$ cat config.mk
export PLATFORM = sky130hd
export DESIGN_NAME = divstep_unit
export DESIGN_NICKNAME = d
export VERILOG_FILES = /design/src/rtl/divstep_pkg.sv /design/src/rtl/divstep_alu.sv /design/src/rtl/divstep_decode.sv /design/src/rtl/divstep_seq.sv /design/src/rtl/divstep_unit.sv
export SDC_FILE = /design/constraint.sdc
export NUM_CORES = 1
export LEC_CHECK = 0
export ABC_AREA = 1
export ABC_CLOCK_PERIOD_IN_PS = 2000
export BUFFER_PORTS_ARGS = -buffer_cell sky130_fd_sc_hd__buf_2
export CORE_UTILIZATION = 58
export CTS_CLUSTER_SIZE = 20
export DETAILED_ROUTE_END_ITERATION = 7
export MAX_ROUTING_LAYER = met4
export PLACE_DENSITY_LB_ADDON = 0.12
export SYNTH_ARGS = -nofsm -noshare
export SYNTH_HDL_FRONTEND = slang
export SYNTH_SLANG_ARGS = --single-unit
$ cat constraint.sdc
create_clock -name clk -period 2 [get_ports clk]
set_clock_uncertainty 0.1 [all_clocks]
set_input_delay 0.1 -clock clk [delete_from_list [all_inputs] [get_ports clk]]
set_output_delay 0.1 -clock clk [all_outputs]
set_load 0.005 [all_outputs]
$ cat src/rtl/divstep_pkg.sv
package divstep_pkg;

  // Operation applied to the Q/M/T status bits this cycle
  typedef enum logic [1:0] {
    FLG_HOLD   = 2'd0,
    FLG_CLEAR  = 2'd1,
    FLG_SIGNED = 2'd2,
    FLG_STEP   = 2'd3
  } flag_op_e;

  // Operation applied to the working word this cycle
  typedef enum logic [1:0] {
    WRD_HOLD = 2'd0,
    WRD_LOAD = 2'd1,
    WRD_STEP = 2'd2
  } word_op_e;

  // Result of one division step
  typedef struct packed {
    logic q;
    logic t;
  } step_flags_t;

endpackage

$ cat src/rtl/divstep_alu.sv
module divstep_alu
  import divstep_pkg::*;
#(
  parameter int W          = 32,
  parameter int ALU_RIPPLE = 0
) (
  input  logic [W-1:0] word_i,
  input  logic [W-1:0] divisor_i,
  input  logic         q_i,
  input  logic         m_i,
  input  logic         t_i,
  output logic [W-1:0] word_o,
  output step_flags_t  flags_o
);

  localparam int MSB = W - 1;

  logic [W-1:0] shifted;
  logic [W-1:0] sum;
  logic         sub;
  logic         cy;   // borrow on subtract, carry out on add

  assign shifted = {word_i[MSB-1:0], t_i};
  assign sub     = (q_i == m_i);

  generate
    if (ALU_RIPPLE != 0) begin : g_ripple
      logic [W:0]   c;
      logic [W-1:0] b;
      assign b    = sub ? ~divisor_i : divisor_i;
      assign c[0] = sub;
      for (genvar i = 0; i < W; i++) begin : g_bit
        assign sum[i]   = shifted[i] ^ b[i] ^ c[i];
        assign c[i+1]   = (shifted[i] & b[i]) | (c[i] & (shifted[i] ^ b[i]));
      end
      assign cy = sub ? ~c[W] : c[W];
    end else begin : g_wide
      logic [W:0] ext;
      assign ext = sub ? ({1'b0, shifted} - {1'b0, divisor_i})
                       : ({1'b0, shifted} + {1'b0, divisor_i});
      assign sum = ext[W-1:0];
      assign cy  = ext[W];
    end
  endgenerate

  always_comb begin
    word_o    = sum;
    flags_o.q = word_i[MSB] ^ cy ^ m_i;
    flags_o.t = (flags_o.q == m_i);
  end

endmodule

$ cat src/rtl/divstep_decode.sv
module divstep_decode
  import divstep_pkg::*;
(
  input  logic     busy_i,
  input  logic     load_i,
  input  logic     init_uns_i,
  input  logic     init_sgn_i,
  input  logic     step_i,
  input  logic     start_i,
  output flag_op_e flag_op_o,
  output word_op_e word_op_o,
  output logic     seq_go_o,
  output logic     err_o
);

  logic any_init;

  assign any_init = init_uns_i | init_sgn_i;

  always_comb begin
    flag_op_o = FLG_HOLD;
    word_op_o = WRD_HOLD;
    seq_go_o  = 1'b0;
    err_o     = 1'b0;
    if (busy_i) begin
      // sequencer owns the datapath; every external command is dropped
      flag_op_o = FLG_STEP;
      word_op_o = WRD_STEP;
    end else begin
      if (init_sgn_i) begin
        flag_op_o = FLG_SIGNED;
      end else if (init_uns_i) begin
        flag_op_o = FLG_CLEAR;
      end else if (step_i && !load_i) begin
        flag_op_o = FLG_STEP;
      end

      if (load_i) begin
        word_op_o = WRD_LOAD;
      end else if (step_i && !any_init) begin
        word_op_o = WRD_STEP;
      end

      seq_go_o = start_i & ~any_init & ~load_i & ~step_i;
      err_o    = step_i & any_init;
    end
  end

endmodule

$ cat src/rtl/divstep_seq.sv
module divstep_seq #(
  parameter int W     = 32,
  parameter int STEPS = 16
) (
  input  logic         clk,
  input  logic         rst_n,
  input  logic         go_i,
  input  logic [W-1:0] divisor_i,
  output logic         busy_o,
  output logic         done_o,
  output logic [W-1:0] divisor_o
);

  localparam int                CW   = (STEPS > 1) ? $clog2(STEPS) : 1;
  localparam logic [CW-1:0]     LAST = CW'(STEPS - 1);

  logic          busy_q, busy_nx;
  logic          done_q, done_nx;
  logic [CW-1:0] cnt_q, cnt_nx;
  logic [W-1:0]  dvsr_q;
  logic          dvsr_en;
  logic          cnt_en;

  always_comb begin
    busy_nx = busy_q;
    cnt_nx  = cnt_q;
    done_nx = 1'b0;
    if (busy_q) begin
      if (cnt_q == LAST) begin
        busy_nx = 1'b0;
        done_nx = 1'b1;
        cnt_nx  = '0;
      end else begin
        cnt_nx = cnt_q + 1'b1;
      end
    end else if (go_i) begin
      busy_nx = 1'b1;
      cnt_nx  = '0;
    end
  end

  assign dvsr_en = go_i & ~busy_q;
  assign cnt_en  = busy_q | go_i;

  always_ff @(posedge clk or negedge rst_n) begin
    if (!rst_n) begin
      busy_q <= 1'b0;
      done_q <= 1'b0;
      cnt_q  <= '0;
    end else begin
      busy_q <= busy_nx;
      done_q <= done_nx;
      if (cnt_en) begin
        cnt_q <= cnt_nx;
      end
    end
  end

  always_ff @(posedge clk) begin
    if (dvsr_en) begin
      dvsr_q <= divisor_i;
    end
  end

  assign busy_o    = busy_q;
  assign done_o    = done_q;
  assign divisor_o = dvsr_q;

endmodule

$ cat src/rtl/divstep_unit.sv
module divstep_unit
  import divstep_pkg::*;
#(
  parameter int W          = 32,
  parameter int STEPS      = 16,
  parameter int ALU_RIPPLE = 0
) (
  input  logic         clk,
  input  logic         rst_n,
  input  logic [W-1:0] word_i,
  input  logic [W-1:0] divisor_i,
  input  logic         load_i,
  input  logic         init_uns_i,
  input  logic         init_sgn_i,
  input  logic         step_i,
  input  logic         start_i,
  output logic [W-1:0] word_o,
  output logic         q_o,
  output logic         m_o,
  output logic         t_o,
  output logic         busy_o,
  output logic         done_o,
  output logic         err_o
);

  localparam int MSB = W - 1;

  // reset: asserted asynchronously, released after two clock edges
  logic [1:0] rst_pipe;
  logic       rst_n_s;

  always_ff @(posedge clk or negedge rst_n) begin
    if (!rst_n) begin
      rst_pipe <= 2'b00;
    end else begin
      rst_pipe <= {rst_pipe[0], 1'b1};
    end
  end

  assign rst_n_s = rst_pipe[1];

  flag_op_e     flag_op;
  word_op_e     word_op;
  logic         seq_go;
  logic         err_nx;
  logic         busy;
  logic         done;
  logic [W-1:0] dvsr_lat;
  logic [W-1:0] dvsr_sel;

  logic [W-1:0] word_q, word_nx, step_word;
  logic         q_q, m_q, t_q;
  logic         q_nx, m_nx, t_nx;
  logic         err_q;
  logic         word_en, flag_en, m_en;
  step_flags_t  step_flags;

  divstep_decode u_decode (
    .busy_i     (busy),
    .load_i     (load_i),
    .init_uns_i (init_uns_i),
    .init_sgn_i (init_sgn_i),
    .step_i     (step_i),
    .start_i    (start_i),
    .flag_op_o  (flag_op),
    .word_op_o  (word_op),
    .seq_go_o   (seq_go),
    .err_o      (err_nx)
  );

  divstep_seq #(
    .W     (W),
    .STEPS (STEPS)
  ) u_seq (
    .clk       (clk),
    .rst_n     (rst_n_s),
    .go_i      (seq_go),
    .divisor_i (divisor_i),
    .busy_o    (busy),
    .done_o    (done),
    .divisor_o (dvsr_lat)
  );

  assign dvsr_sel = busy ? dvsr_lat : divisor_i;

  divstep_alu #(
    .W          (W),
    .ALU_RIPPLE (ALU_RIPPLE)
  ) u_alu (
    .word_i    (word_q),
    .divisor_i (dvsr_sel),
    .q_i       (q_q),
    .m_i       (m_q),
    .t_i       (t_q),
    .word_o    (step_word),
    .flags_o   (step_flags)
  );

  // next-state: status bits
  always_comb begin
    q_nx = q_q;
    m_nx = m_q;
    t_nx = t_q;
    unique case (flag_op)
      FLG_CLEAR: begin
        q_nx = 1'b0;
        m_nx = 1'b0;
        t_nx = 1'b0;
      end
      FLG_SIGNED: begin
        q_nx = word_i[MSB];
        m_nx = divisor_i[MSB];
        t_nx = word_i[MSB] ^ divisor_i[MSB];
      end
      FLG_STEP: begin
        q_nx = step_flags.q;
        t_nx = step_flags.t;
      end
      default: ;
    endcase
  end

  // next-state: working word
  always_comb begin
    word_nx = word_q;
    unique case (word_op)
      WRD_LOAD: word_nx = word_i;
      WRD_STEP: word_nx = step_word;
      default:  ;
    endcase
  end

  assign word_en = (word_op != WRD_HOLD);
  assign flag_en = (flag_op != FLG_HOLD);
  assign m_en    = (flag_op == FLG_CLEAR) || (flag_op == FLG_SIGNED);

  always_ff @(posedge clk or negedge rst_n_s) begin
    if (!rst_n_s) begin
      word_q <= '0;
      q_q    <= 1'b0;
      m_q    <= 1'b0;
      t_q    <= 1'b0;
      err_q  <= 1'b0;
    end else begin
      if (word_en) begin
        word_q <= word_nx;
      end
      if (flag_en) begin
        q_q <= q_nx;
        t_q <= t_nx;
      end
      if (m_en) begin
        m_q <= m_nx;
      end
      err_q <= err_nx;
    end
  end

  assign word_o = word_q;
  assign q_o    = q_q;
  assign m_o    = m_q;
  assign t_o    = t_q;
  assign busy_o = busy;
  assign done_o = done;
  assign err_o  = err_q;

endmodule

==> parameters.txt, run 1 <==
Parameter                              Value

Global route
  Total gr overflow    between 50 and 60
  Wire length of the first global-routing pass    between 60 and 70 mm
  Pin count of the biggest net entering global routing    33
  Overall routing resource usage    roughly four fifths
  Number of global-route vias before repair    11,700

Synth
  Yosys warning count    0
  Cell type with the largest total area after synthesis    sky130_fd_sc_hd__nand2_1
  Largest cells by area after synthesis    sky130_fd_sc_hd__nand2_1, sky130_fd_sc_hd__dfrtp_1, sky130_fd_sc_hd__edfxtp_1
  Number of distinct standard cells referenced by the synthesized netlist    46
  Mean instance size in the synthesized netlist    slightly below 7 µm²
  Instance count of the mapped netlist    941
  Share of the synthesized area in the top cell type    ~17%
  Seq/Total Area, Yosys    about a third
  Total of flip-flops plus latches after synthesis    76
  Cell Area, Synth    ~6400 µm²
  Post-Synthesis Net Count    roughly 1,100

Clock network
  Clock buffer count from CTS    9
  Clock tree root driver cell    sky130_fd_sc_hd__clkbuf_8
  Maximum buffer depth of the clock tree    2
  H-tree depth    3
  Clock sink count    76

Floorplan
  Rows    37
  Die Height    around 110 µm
  Initial core utilization    60.89%
  Die width    between 100 and 150 µm
  Number of I/O pins    between 100 and 150

Status
  Stop err    [ERROR GRT-0116] Global routing finished with congestion. Check the congestion regions in the DRC Viewer.
  Stage at which the run stopped    global routing
  Status    stopped before the end

Placed design
  IO Port Bufs    ~110
  Hpwl dp    approximately 16 mm
  Gp weighted congestion    roughly 0.99
  Placement Cell Area    around 8600 µm²
  Number of placed instances with taps included    1,354
[through the flow]
step | utilization [%] | setup WS, ps
4_1_cts | 96.94 | -1659
3_5_place_dp | 82.21 | -1720
3_3_place_gp | 82.21 | -1658
2_1_floorplan | - | -1310
[synth_stat cells, drive strengths merged]
library cell    n
a211oi          1
a21boi          4
a21o            3
a21oi          51
a31oi           2
and2            2
and3b           1
buf            12
clkbuf         11
conb            1
dfrtp          44
edfxtp         32
fa              1
ha             38
inv           116
nand2         300
nand3          46
nand3b          3
nand4           5
nor2          107
nor3            8
nor3b           1
nor4            2
o211ai          3
o21a            6
o21ai          78
o21bai          6
o22ai           1
o31ai           4
or2             6
xnor2          15
xor2           31
[routing by layer]
metal / overflow / track usage (%)
met3: 0 / 64.50
met4: 14 / 80.23
met2: 43 / 96.18
met1: 1 / 78.57
met5: - / -
[cells by family after synthesis]
family	Yosys count	share of synthesized area, %
other	1	0.05861
XOR/XNOR	46	6.296
AO/OA/AOI/OAI	159	13.88
buffers and inverters	139	8.780
adder cells (fa/ha/maj)	39	7.744
flip-flops	76	32.23
AND/OR/NAND/NOR	481	31.01
[what timing repair did]
action	CTS
resized for setup	140
endpoints found under the hold margin	66
pin swaps	64
endpoints found under the setup margin	34
hold buffers	66
buffers inserted	25
==> run 2, diff against run 1 <==
Settings changed: CORE_UTILIZATION 58 to 40, CTS_CLUSTER_SIZE 20 to not set, MAX_ROUTING_LAYER met4 to not set, PLACE_DENSITY_LB_ADDON 0.12 to 0.15.
==> run 2 against run 1 <==
  * The flow now finishes, with violations (setup timing)
  * Synthesized area unchanged
  * Synthesized cell count unchanged
==> parameters.txt, run 2 <==
Parameter                              Value

Status
  Status    finished with violations (was stopped before the end)
  Failing checks    setup timing

Timing
  Worst hold slack    ~5 ps
  Setup-violating endpoint count in the final report    33
  Count of final hold-check violations    0
  Final Slew Violations    0
  Max Fclk    around 270 MHz
  Worst slew slack as a fraction of its limit    about 66%
  RSZ-0062 raised after global routing    yes
  Final period utilization    184.6%
  Slew at the pin closest to its max-slew limit    approximately 500 ps
  Setup ws final    -1692 ps
  Min Clock Period, post-route    around 3700 ps

Floorplan
  Number of I/O pins    109 (unchanged)
  Die Height    128.5 µm (was 107.0 µm)
  Core Region    15,430 µm²
  Initial core utilization    41.48% (was 60.89%)
  Die Footprint    ~17,000 µm²
  Rows    45 (was 37)
  Die width    128.5 µm (was 107.0 µm)

Synth
  Largest cells by area after synthesis    sky130_fd_sc_hd__nand2_1, sky130_fd_sc_hd__dfrtp_1, sky130_fd_sc_hd__edfxtp_1 (unchanged)
  Cell Area, Synth    6399 µm² (unchanged)
  Number of distinct standard cells referenced by the synthesized netlist    46 (unchanged)
  Total of flip-flops plus latches after synthesis    76 (unchanged)
  Async set-or-reset flop fraction in the synthesized netlist    57.89% (unchanged)
  Post-Synthesis Net Count    1,051 (unchanged)
  Yosys warning count    0 (unchanged)
  Mean instance size in the synthesized netlist    6.800 µm² (unchanged)
  Share of the synthesized area in the top cell type    17.48% (unchanged)
  Instance count of the mapped netlist    941 (unchanged)
  Cell type with the largest total area after synthesis    sky130_fd_sc_hd__nand2_1 (unchanged)
  Most frequent cells after synthesis    sky130_fd_sc_hd__nand2_1, sky130_fd_sc_hd__inv_1, sky130_fd_sc_hd__nor2_1, sky130_fd_sc_hd__o21ai_0, sky130_fd_sc_hd__a21oi_1 (unchanged)
  Seq/Total Area, Yosys    32.23% (unchanged)
  Leading register cell type out of synthesis    sky130_fd_sc_hd__dfrtp_1 (unchanged)
  EDFF count, synth    32 (unchanged)
  Most common cell in the synthesized netlist    sky130_fd_sc_hd__nand2_1 (unchanged)

Setup path
  Startpoint-to-endpoint class of the critical path    flop to flop
  Kind of launch point of the worst setup path    flop
  Data required, critical path    2170 ps
  Kind of end point of the critical path    flop
  Combined buffer and inverter count along the critical path    1
  Data arrival time of the critical path    3870 ps
  Highest fanout seen on the critical path    5
  Largest incremental delay on the critical path    430 ps
  Most used cell along the critical path    sky130_fd_sc_hd__nand2_1
  Standard cell with the maximum stage delay on the critical path    sky130_fd_sc_hd__dfrtp_2
  Family with the most delay on the worst path    simple AND/OR/NAND/NOR gates

Routing
  Via Count    7,374
  Number of violations reported at the end of detailed-routing iteration 0    335
  Via count normalized by instance count    just under 5
  Total Routed Length    22.43 mm
  DRC violations left    0
  Remaining antenna violation count after routing    0
  Pre-Repair DR Iteration Count    5
  Wire per inst    14.74 µm

Clock network
  Clock sink count    76 (unchanged)
  Clock insertion delay at the later pin of the skew report    350 ps
  Clock-pin slew reported for the worst setup and hold paths after clock tree synthesis    ~70 ps
  H-tree depth    3 (unchanged)
  Maximum buffer depth of the clock tree    2 (unchanged)
  Clock buffer count from CTS    9 (unchanged)
  Clock tree root driver cell    sky130_fd_sc_hd__clkbuf_16 (was sky130_fd_sc_hd__clkbuf_8)
  Clock tree from TritonCTS    built

Layout
  Leading cell types in the layout, fill and taps excluded    sky130_fd_sc_hd__nand2_1, sky130_fd_sc_hd__buf_4, sky130_fd_sc_hd__buf_2
  Layout cells sized above 1    between 30% and 40%
  Antenna diode instance count    0
  Nets    1,416
  Synthesis-to-layout area growth    67.23%
  Cell Count, Final, Fillers Out    between 1,500 and 2,000
  Most common cell after layout, fill and taps aside    sky130_fd_sc_hd__nand2_1

Global route
  Pin count of the biggest net entering global routing    31
  Total gr overflow    0
  Number of global-route vias before repair    7,187
  Number of antenna violations at the first check in global routing    0
  Overall routing resource usage    approximately 28%
  Wire length of the first global-routing pass    roughly 35 mm

Placed design
  Hpwl dp    15.79 mm (was 16.01 mm)
  IO Port Bufs    108 (unchanged)
  DP Worst Slack    -1692 ps (was -1720 ps)
  Number of placed instances with taps included    1,417 (was 1,354)
  Gp weighted congestion    0.9364 (was 0.9944)

Min path
  Worst min path class    input port to flop

Flow run
  Max-cap violation count    0
## run 2: cell counts after synthesis
Identical to the previous run, type by type.
## run 2: tightest hold or removal path: stages
cell and delay (ps):
sky130_fd_sc_hd__buf_2 80, sky130_fd_sc_hd__o21ai_0 70, sky130_fd_sc_hd__o21ai_1 150
## run 2: layout make-up
class	instances	area (µm²)
timing repair buffer	377	2880
tap	211	264.0
inverter	116	440.4
fill	1286	4727
clock inverter	7	121.4
clock buffer	9	225.2
sequential	76	2064
multi-input combinational	726	4705
## run 2: layer usage
layer,GRT usage (%),part of all wire (%),vias up
met4,9.689,2.5,0
met1,34.92,46,3405
li1,-,-,3760
met5,0,0,-
met3,3.534,3.0,41
met2,48.01,49,168
## run 2: final timing paths
kind | from | endpoint | slack [ps] | cells past startpoint
max in group asynchronous | rst_n | rst_pipe[1]$_DFF_PN0_ | 1120 | 3
worst max register to register | u_seq.busy_o$_DFF_PN0_ | q_o$_DFFE_PN0P_ | -1690 | 25
worst max-delay path | u_seq.busy_o$_DFF_PN0_ | q_o$_DFFE_PN0P_ | -1690 | 25
worst min-delay path | word_i[12] | word_o[12]$_DFFE_PN0P_ | 5 | 3
worst min register to register | rst_pipe[1]$_DFF_PN0_ | err_o$_DFF_PN0_ | 60 | 0
min in group asynchronous | rst_pipe[1]$_DFF_PN0_ | err_o$_DFF_PN0_ | 60 | 0
## run 2: stage by stage
step	area [µm²]	util, %	TNS (ps)
6_report	10700	69.36	-42030
5_1_grt	10700	69.36	-48230
4_1_cts	10310	66.84	-40500
3_5_place_dp	8693	56.35	-42360
3_3_place_gp	8693	56.35	-40690
2_1_floorplan	6569	-	-30630
## run 2: what timing repair did
action,in CTS,in global routing
gates resized for setup,112,77
pin swaps,38,37
hold buffers,64,0
setup buffers,18,7
endpoints found under the setup margin,33,33
hold endpoints to repair,63,0
cloned,0,0
## run 2: logic make-up after synthesis
group	count (synthesis)	synth area share [%]
other	1	0.05861
xor gates and xnor gates	46	6.296
DFF	76	32.23
adders and majority gates	39	7.744
and+or+nand+nor	481	31.01
AOI/OAI and AO/OA	159	13.88
buffers and inverters	139	8.780
Power of run 2 is left out: the tool's default activity adds up to more than one toggle a clock period on the data nets, which glitch-free logic cannot reach.
